`src/rtl/flash_id_pkg.sv`:
```
package flash_id_pkg;

    localparam logic [7:0] CMD_READ_ID = 8'h9F;
    localparam logic [7:0] CONT_CODE   = 8'h7F;
    localparam logic [7:0] FILL_BYTE   = 8'h00;

    typedef enum logic [2:0] {
        PH_IDLE,
        PH_CMD,
        PH_MANUF,
        PH_DEV_HI,
        PH_DEV_LO
    } phase_t;

    typedef enum logic [1:0] {
        MB_GOOD,
        MB_CONT,
        MB_PARITY,
        MB_OVERRUN
    } mbyte_t;

    typedef struct packed {
        logic [7:0] hi;
        logic [7:0] lo;
    } dev_id_t;

    function automatic logic has_odd_parity(input logic [7:0] b);
        return ^b;
    endfunction

endpackage

```
`src/rtl/flash_id_collect.sv`:
```
module flash_id_collect
    import flash_id_pkg::*;
#(
    parameter int MAX_CONT = 16,
    parameter int BANK_W   = $clog2(MAX_CONT + 2)
) (
    input  logic              clk,
    input  logic              rst,
    input  phase_t            phase,
    input  logic              byte_done,
    input  logic [7:0]        rx,
    output mbyte_t            mclass,
    output logic [BANK_W-1:0] id_bank,
    output logic [7:0]        id_manuf,
    output logic [15:0]       id_device
);

    localparam logic [BANK_W-1:0] BANK_FIRST = BANK_W'(1);
    localparam logic [BANK_W-1:0] BANK_LIMIT = BANK_W'(MAX_CONT + 1);

    logic [BANK_W-1:0] bank_q;
    logic [7:0]        manuf_q;
    logic [7:0]        hi_q;
    dev_id_t           dev_next;

    always_comb begin
        if (rx == CONT_CODE) begin
            mclass = (bank_q == BANK_LIMIT) ? MB_OVERRUN : MB_CONT;
        end else if (has_odd_parity(rx)) begin
            mclass = MB_GOOD;
        end else begin
            mclass = MB_PARITY;
        end
    end

    always_comb begin
        dev_next.hi = hi_q;
        dev_next.lo = rx;
    end

    always_ff @(posedge clk) begin
        if (rst) begin
            bank_q    <= '0;
            manuf_q   <= '0;
            hi_q      <= '0;
            id_bank   <= '0;
            id_manuf  <= '0;
            id_device <= '0;
        end else if (byte_done) begin
            case (phase)
                PH_CMD: bank_q <= BANK_FIRST;
                PH_MANUF: begin
                    if (mclass == MB_CONT) begin
                        bank_q <= bank_q + BANK_FIRST;
                    end else if (mclass == MB_GOOD) begin
                        manuf_q <= rx;
                    end
                end
                PH_DEV_HI: hi_q <= rx;
                PH_DEV_LO: begin
                    id_bank   <= bank_q;
                    id_manuf  <= manuf_q;
                    id_device <= dev_next;
                end
                default: ;
            endcase
        end
    end

endmodule

```
`src/rtl/flash_id_sequencer.sv`:
```
module flash_id_sequencer
    import flash_id_pkg::*;
(
    input  logic       clk,
    input  logic       rst,
    input  logic       start,
    input  logic       xfer_ack,
    input  mbyte_t     mclass,
    output phase_t     phase,
    output logic       byte_done,
    output logic       xfer_req,
    output logic [7:0] xfer_tx,
    output logic       spi_cs_n,
    output logic       id_done,
    output logic       id_err
);

    assign byte_done = xfer_req & xfer_ack;

    always_ff @(posedge clk) begin
        if (rst) begin
            phase    <= PH_IDLE;
            xfer_req <= 1'b0;
            xfer_tx  <= FILL_BYTE;
            spi_cs_n <= 1'b1;
            id_done  <= 1'b0;
            id_err   <= 1'b0;
        end else begin
            id_done <= 1'b0;
            case (phase)
                PH_IDLE: begin
                    if (start) begin
                        phase    <= PH_CMD;
                        xfer_req <= 1'b1;
                        xfer_tx  <= CMD_READ_ID;
                        spi_cs_n <= 1'b0;
                        id_err   <= 1'b0;
                    end
                end
                PH_CMD: begin
                    if (byte_done) begin
                        phase   <= PH_MANUF;
                        xfer_tx <= FILL_BYTE;
                    end
                end
                PH_MANUF: begin
                    if (byte_done) begin
                        case (mclass)
                            MB_GOOD: phase <= PH_DEV_HI;
                            MB_CONT: phase <= PH_MANUF;
                            default: begin
                                phase    <= PH_IDLE;
                                xfer_req <= 1'b0;
                                spi_cs_n <= 1'b1;
                                id_done  <= 1'b1;
                                id_err   <= 1'b1;
                            end
                        endcase
                    end
                end
                PH_DEV_HI: begin
                    if (byte_done) begin
                        phase <= PH_DEV_LO;
                    end
                end
                PH_DEV_LO: begin
                    if (byte_done) begin
                        phase    <= PH_IDLE;
                        xfer_req <= 1'b0;
                        spi_cs_n <= 1'b1;
                        id_done  <= 1'b1;
                    end
                end
                default: phase <= PH_IDLE;
            endcase
        end
    end

endmodule

```
`src/rtl/flash_id_reader.sv`:
```
module flash_id_reader
    import flash_id_pkg::*;
#(
    parameter int MAX_CONT = 16,
    parameter int BANK_W   = $clog2(MAX_CONT + 2)
) (
    input  logic              clk,
    input  logic              rst,
    input  logic              start,
    output logic              xfer_req,
    output logic [7:0]        xfer_tx,
    input  logic              xfer_ack,
    input  logic [7:0]        xfer_rx,
    output logic              spi_cs_n,
    output logic              id_done,
    output logic              id_err,
    output logic [BANK_W-1:0] id_bank,
    output logic [7:0]        id_manuf,
    output logic [15:0]       id_device
);

    phase_t phase;
    mbyte_t mclass;
    logic   byte_done;

    flash_id_sequencer u_seq (
        .clk       (clk),
        .rst       (rst),
        .start     (start),
        .xfer_ack  (xfer_ack),
        .mclass    (mclass),
        .phase     (phase),
        .byte_done (byte_done),
        .xfer_req  (xfer_req),
        .xfer_tx   (xfer_tx),
        .spi_cs_n  (spi_cs_n),
        .id_done   (id_done),
        .id_err    (id_err)
    );

    flash_id_collect #(
        .MAX_CONT (MAX_CONT),
        .BANK_W   (BANK_W)
    ) u_collect (
        .clk       (clk),
        .rst       (rst),
        .phase     (phase),
        .byte_done (byte_done),
        .rx        (xfer_rx),
        .mclass    (mclass),
        .id_bank   (id_bank),
        .id_manuf  (id_manuf),
        .id_device (id_device)
    );

endmodule

```
`config.mk`:
```
export PLATFORM = sky130hd
export DESIGN_NAME = flash_id_reader
export DESIGN_NICKNAME = d
export VERILOG_FILES = /design/src/rtl/flash_id_pkg.sv /design/src/rtl/flash_id_collect.sv /design/src/rtl/flash_id_sequencer.sv /design/src/rtl/flash_id_reader.sv
export SDC_FILE = /design/constraint.sdc
export NUM_CORES = 1
export LEC_CHECK = 0
export BUFFER_PORTS_ARGS = -buffer_cell sky130_fd_sc_hd__buf_2
export CAP_MARGIN = 20
export CORE_ASPECT_RATIO = 1.25
export CORE_MARGIN = 2
export CORE_UTILIZATION = 50
export CTS_CLUSTER_SIZE = 16
export DETAILED_ROUTE_END_ITERATION = 8
export GPL_TIMING_DRIVEN = 0
export PLACE_DENSITY = 0.81
export SLEW_MARGIN = 40
export SYNTH_ARGS = -nofsm -noshare
export SYNTH_HDL_FRONTEND = slang
export SYNTH_SLANG_ARGS = --single-unit
```
`constraint.sdc`:
```
create_clock -name clk -period 2.4 [get_ports clk]
set_input_delay 0.12 -clock clk [delete_from_list [all_inputs] [get_ports clk]]
set_output_delay 0.12 -clock clk [all_outputs]
set_load 0.05 [all_outputs]
```
==> results of run 1 <==
stage by stage:
stage	total power, uW	area, sq um	instances
after CTS	2220	3030	420
after detailed placement	1250	2810	404
after floorplan	1190	2490	295
after global placement	1240	2810	404
final	2210	3030	420
after global routing	2280	3030	420
cells by family (layout without fill, tap and decap cells):
| kind of cell | Yosys count | count (layout) | synth area share (%) |
|---|---|---|---|
| AOI/OAI and AO/OA | 67 | 67 | 15.6 |
| xor gates and xnor gates | 5 | 5 | 1.76 |
| adders and majority gates | 6 | 6 | 3.02 |
| buffers and inverters | 32 | 97 | 7.14 |
| DFF | 58 | 58 | 46.7 |
| muxes | 11 | 11 | 4.42 |
| other | 1 | 2 | 0.151 |
| and+or+nand+nor | 114 | 114 | 21.2 |
flip-flops by register name, summed over array words and instances, names as in the netlist:
name / flops
u_seq.xfer_req: 1
u_collect.id_manuf: 8
u_seq.phase: 3
u_collect.id_bank: 5
u_collect.id_device: 16
u_collect.bank_q: 5
u_collect.manuf_q: 8
u_seq.id_err: 1
u_seq.spi_cs_n: 1
u_seq.xfer_tx: 1
u_seq.id_done: 1
u_collect.hi_q: 8
Yosys cell counts, types with 2 or more instances:
cell        n  area, sq um
mux2i_1    11          110
nor2b_1     3         18.8
o21ai_0    12         60.1
nand2b_1    5         31.3
and2_1      3         18.8
xnor2_1     3         26.3
buf_4       9         67.6
inv_1       5         18.8
dfxtp_1    58         1160
nor2_1      9         33.8
nand3_1    12         60.1
clkbuf_1    9         33.8
nand2_1    69          259
ha_1        6         75.1
xor2_1      2         17.5
nand4_1     3         18.8
and4_1      2         17.5
a21oi_1    43          215
o2111ai_1   3         26.3
buf_2       7         35.0
buf_6       2         22.5
worst paths after layout:
path / from / slack, ps / endpoint
setup / recovery: u_seq.phase[0]$_SDFFE_PP0P_ / 710 / u_seq.spi_cs_n$_SDFFE_PP1P_
hold reg to reg: u_collect.id_bank[3]$_SDFFE_PP0N_ / 450 / u_collect.id_bank[3]$_SDFFE_PP0N_
hold / removal: xfer_rx[0] / 60 / u_collect.id_device[0]$_SDFFE_PP0N_
setup reg to reg: u_seq.phase[0]$_SDFFE_PP0P_ / 710 / u_seq.spi_cs_n$_SDFFE_PP1P_
layer usage:
metal,vias to the layer above,global-route usage (%)
met4,0,11.3
met2,57,37.1
li1,1115,-
met5,-,0
met1,1043,25.3
met3,16,5.42
critical path: stages, from the launching register on:
cell     delay (ps)
dfxtp_1         290
buf_2           180
nor4b_1         620
inv_1           120
a221o_1         360
cell type report:
type                       instances  area (sq um)
clock inverter                     5          77.6
multi-input combinational        205          1150
timing repair buffer              49           245
fill                             422          1730
inverter                           5          18.8
clock buffer                      11           141
tap                               60          75.1
buffer                            27           159
sequential                        58          1160
power by group:
group	switching (uW)	internal, uW
clock	374	609
combinational	177	75.1
sequential	6.66	971
==> results.toml, run 1 <==
[routing]
drt_iter0_drc = 123
wire_per_inst_um = 13.4
ant_nets = 0
drt_first_pass_iters = 4
vias = 2231
viasPerCell = 5.31
wl_met2_um = 2910
dr_wl_met3_um = 254
drc = 0
top_layer = "met4"
routed_wirelength_um = 5620
m1WireLength_um = 2300

[floorplanning]
initial_core_util_pct = 52.2
num_io_pins = 53
coreArea_sq_um = 4760
dieWidth_um = 67.1
rows = 28
die_h_um = 82.9
fp.dieArea_sq_um = 5560

[setup_path]
cp_max_fo = 10
cp.required_ps = 2620
arrival_ps = 1910
reg2reg_depth = 4
critical_path_class = "reg2reg"
crit_path_end_kind = "flip-flop"
startpoint_type = "flip-flop"

[sta]
whs_ps = 58.5
setup_ws_ps = 714
fin_crit_ps = 1690
rsz0062_at_grt = "false"
hold_viol = 0
post-route-period-util_pct = 70.3
skew_ps = 9.73
finalSetupTns_ps = 0
slew_viol_final = 0
setup_violations = 0
relSlewSlack_pct = 53.3
max_freq_ghz = 0.593
worst_pin_slew_ps = 696

[logic_synthesis]
async_flop_share_pct = 0
netlist_instances = 294
netlist_area_sq_um = 2490
yosysWarningCount = 0
yosysSeqAreaShare_pct = 46.7
avgSynthCellArea_sq_um = 8.46
synth_ff_type = "dfxtp_1"
synth_edf_count = 0
ys_ff_latch = 58
yosysUniqueCellTypes = 39

[clock_tree]
clkTransAtPathRegs_ps = 70
postCtsResizedCells = 0
post_cts.repair.setup_buffers = 0
clk_latency_ps = 340
cts.sinks = 58
cts_tree = "yes"
cts_inserted_buffers = 9
cts_root_buf = "clkbuf_8"
cts_hold_buf = 0
cts_buffer_depth = 2
htree_levels = 3

[global_routing]
grt_pass1_wl_um = 9400
grt_pass1_vias = 2134
overflow = 0
grt_use_total_pct = 22.1
antenna_found_initial = 0
grt_max_degree = 11

[place]
place.port_buffers = 49
pre_cts_slack_ps = 457
place_hpwl_um = 4030
gp_congestion = 0.895

[pwr]
p_leak_uw = 0.00130
power_density_nw_per_um2 = 730
ir_drop_mv = 0.758

[finish]
post-route-util_pct = 63.6
areaGrowthSynthToFinish_pct = 21.8
nets = 373
final_cell_mix = "69 x nand2_1, 58 x dfxtp_1, 56 x buf_2, 43 x a21oi_1"
drive_above_1_share_pct = 23.6
final_common_cell = "nand2_1"
diodes = 0

[status]
status = "complete, no violations"

[hold_path]
hold_class = "in2reg"
worstHoldPathCells = 3

[run]
cap_viol_max_count = 0
Power figures use the tool's default switching activity.
==> run 2: changes to the inputs <==
Settings changed: ABC_AREA from default to 1.
Clock period 2.4 ns to 1.76 ns, I/O delays scaled along.
==> run 2 against run 1 <==
Sequential share of layout area decreased by 0.45 points. Worst setup slack got worse by 470 ps. Synthesized cell count increased by 13%. First-iteration DRC count increased by 5.7%. Final area increased by 1.2%. Total power increased by 75%. Die area increased by 1.0%. Via count increased by 2.3%. Clock-buffer cell count increased by 1. Non-clock buffer count decreased by 7. Sequential power increased by 49%. Clock power increased by 42%. Critical endpoint is now u_collect.id_manuf[3]$_SDFFE_PP0N_. Largest cell class unchanged. Largest power group is now registers. Highest routed layer unchanged.
==> results.toml, run 2 <==
[pwr]
finalPower_uw = 3860
p_leak_uw = 0.00135
ir_drop_mv = 1.03
power_density_nw_per_um2 = 1260

[setup_path]
cp_slowest_cell = "dfxtp_1"
arrival_ps = 1790
path_common_cell = "buf_2"
regToRegStartpoint = "u_seq.xfer_req$_SDFFE_PP0P_"
crit_path_end_kind = "flip-flop"
critical_path_class = "reg2reg"
startpoint_type = "flip-flop"
path_cells = "nand2_1 -> inv_1 -> nand3_1 -> buf_2 -> buf_2 -> a21oi_1"
startpoint = "u_seq.xfer_req$_SDFFE_PP0P_"
cp_max_fo = 10
reg2reg_depth = 6
cp.required_ps = 2030
rrSetupSlack_ps = 240
rr_endpoint = "u_collect.id_manuf[3]$_SDFFE_PP0N_"
crit_end = "u_collect.id_manuf[3]$_SDFFE_PP0N_"
cpPeakStageDelay_ps = 340

[clock_tree]
cts.sinks = 58
post_cts.repair.setup_buffers = 0
clk_latency_ps = 340
cts_root_buf = "clkbuf_8"
cts_tree = "yes"
cts_inserted_buffers = 9
clkTransAtPathRegs_ps = 70
htree_levels = 3
cts_hold_buf = 0
postCtsResizedCells = 0
cts_buffer_depth = 2

[routing]
viasPerCell = 4.97
m1WireLength_um = 2340
vias = 2282
top_layer = "met4"
routed_wirelength_um = 5420
drt_first_pass_iters = 4
wire_per_inst_um = 11.8
ant_nets = 0
drt_iter0_drc = 130
dr_wl_met3_um = 269
wl_met2_um = 2690
drc = 0

[floorplanning]
fp.dieArea_sq_um = 5620
initial_core_util_pct = 52.4
num_io_pins = 53
rows = 28
dieWidth_um = 67.4
coreArea_sq_um = 4800
die_h_um = 83.3

[sta]
fin_crit_ps = 1520
post-route-period-util_pct = 86.3
slew_viol_final = 0
max_freq_ghz = 0.659
hold_viol = 0
finalSetupTns_ps = 0
setup_violations = 0
rsz0062_at_grt = "false"
skew_ps = 9.66
whs_ps = 27.6

[logic_synthesis]
avgSynthCellArea_sq_um = 7.55
synth_ff_type = "dfxtp_1"
ys_top_cells_by_count = "58 x dfxtp_1, 58 x inv_1, 49 x o21ai_0, 46 x a21oi_1, 35 x nand2_1"
yosysUniqueCellTypes = 30
netlist_instances = 333
synth_edf_count = 0
netlist.area_leader.share_pct = 46.2
ys_ff_latch = 58
async_flop_share_pct = 0
netlist_area_sq_um = 2510
yosysWarningCount = 0
synth_top_area_cell = "dfxtp_1"
synth_area_leaders = "dfxtp_1 46%, o21ai_0 9.8%, a21oi_1 9.2%"
yosysSeqAreaShare_pct = 46.2

[finish]
final-instance-count-excl-fill = 459
fillerInstances = 414
drive_above_1_share_pct = 22.8
final_cell_mix = "58 x inv_1, 58 x dfxtp_1, 53 x buf_2, 49 x o21ai_0, 46 x a21oi_1"
areaGrowthSynthToFinish_pct = 22.0
fin_area_sq_um = 3070
diodes = 0
nets = 412
regMostFlops = "u_collect.id_device"
largest_reg_flops = 16

[place]
gp_congestion = 0.844
dpl_cell_area_sq_um = 2840
dp.cells = 443
place.port_buffers = 49
place_hpwl_um = 3830

[global_routing]
grt_pass1_vias = 2071
grt_pass1_wl_um = 8840
grt_max_degree = 11
antenna_found_initial = 0
grt_use_total_pct = 20.8
overflow = 0

[run]
cap_viol_max_count = 0

[status]
status = "complete, no violations"

[hold_path]
hold_class = "in2reg"
==> run 2: changes by cell type after synthesis, moves of 4 or more <==
cell	before	now
mux2i_1	11	0
nand2_1	69	35
inv_1	5	58
o21ai_0	12	49
nor2_1	9	26
nand2b_1	5	1
==> run 2: how the worst min path moves through the flow <==
stage,from,endpoint,slack (ps),cells after the start
after floorplan,xfer_rx[7],u_collect.hi_q[7]$_SDFFE_PP0P_,240,2
after global placement,rst,u_seq.phase[2]$_SDFFE_PP0P_,380,2
after detailed placement,rst,u_seq.phase[0]$_SDFFE_PP0P_,390,2
after CTS,rst,u_seq.phase[2]$_SDFFE_PP0P_,20,2
after global routing,rst,u_collect.bank_q[4]$_SDFFE_PP0P_,40,2
final,rst,u_seq.phase[2]$_SDFFE_PP0P_,30,2
==> run 2: area by class of cell <==
type | instances | area (sq um) | area share, %
buffer | 20 | 114 | 3.71
sequential | 58 | 1160 | 37.8
clock inverter | 4 | 73.8 | 2.41
timing repair buffer | 49 | 245 | 7.99
tap | 60 | 75.1 | 2.45
clock buffer | 12 | 155 | 5.06
multi-input combinational | 194 | 1010 | 32.9
inverter | 62 | 234 | 7.63
==> run 2: power by group <==
part           total, uW  internal, uW  switching, uW
Combinational       1000           296            708
Clock               1400           875            525
Sequential          1460          1390           71.5
==> run 2: cells by family (layout without fill, tap and decap cells) <==
family	count (synthesis)	in the layout	synth area share (%)
buf+inv	82	147	13.8
compound gates	101	101	20.8
flops	58	58	46.2
fa+ha+maj	6	6	2.98
xor+xnor	2	2	0.697
simple gates	83	83	15.3
other cells	1	2	0.149
==> run 2: metrics by stage <==
step / setup slack (ps) / util [%]
floorplan: 118 / -
global placement: 241 / 59.2
detailed placement: 212 / 59.2
CTS: 243 / 63.9
global route: 69.7 / 63.9
finish: 242 / 63.9
==> run 2: layer usage <==
| metal | global-route usage (%) | vias to the layer above |
|---|---|---|
| met5 | 0 | - |
| met4 | 9.46 | 0 |
| met3 | 6.37 | 13 |
| met2 | 34.6 | 63 |
| met1 | 23.6 | 1024 |
| li1 | - | 1182 |
==> run 2: critical path: cells and delay by family, from the launching register on <==
family | cells | cell delay [ps]
DFF | 1 | 340
buffers and inverters | 3 | 600
and+or+nand+nor | 2 | 320
AOI/OAI and AO/OA | 1 | 190
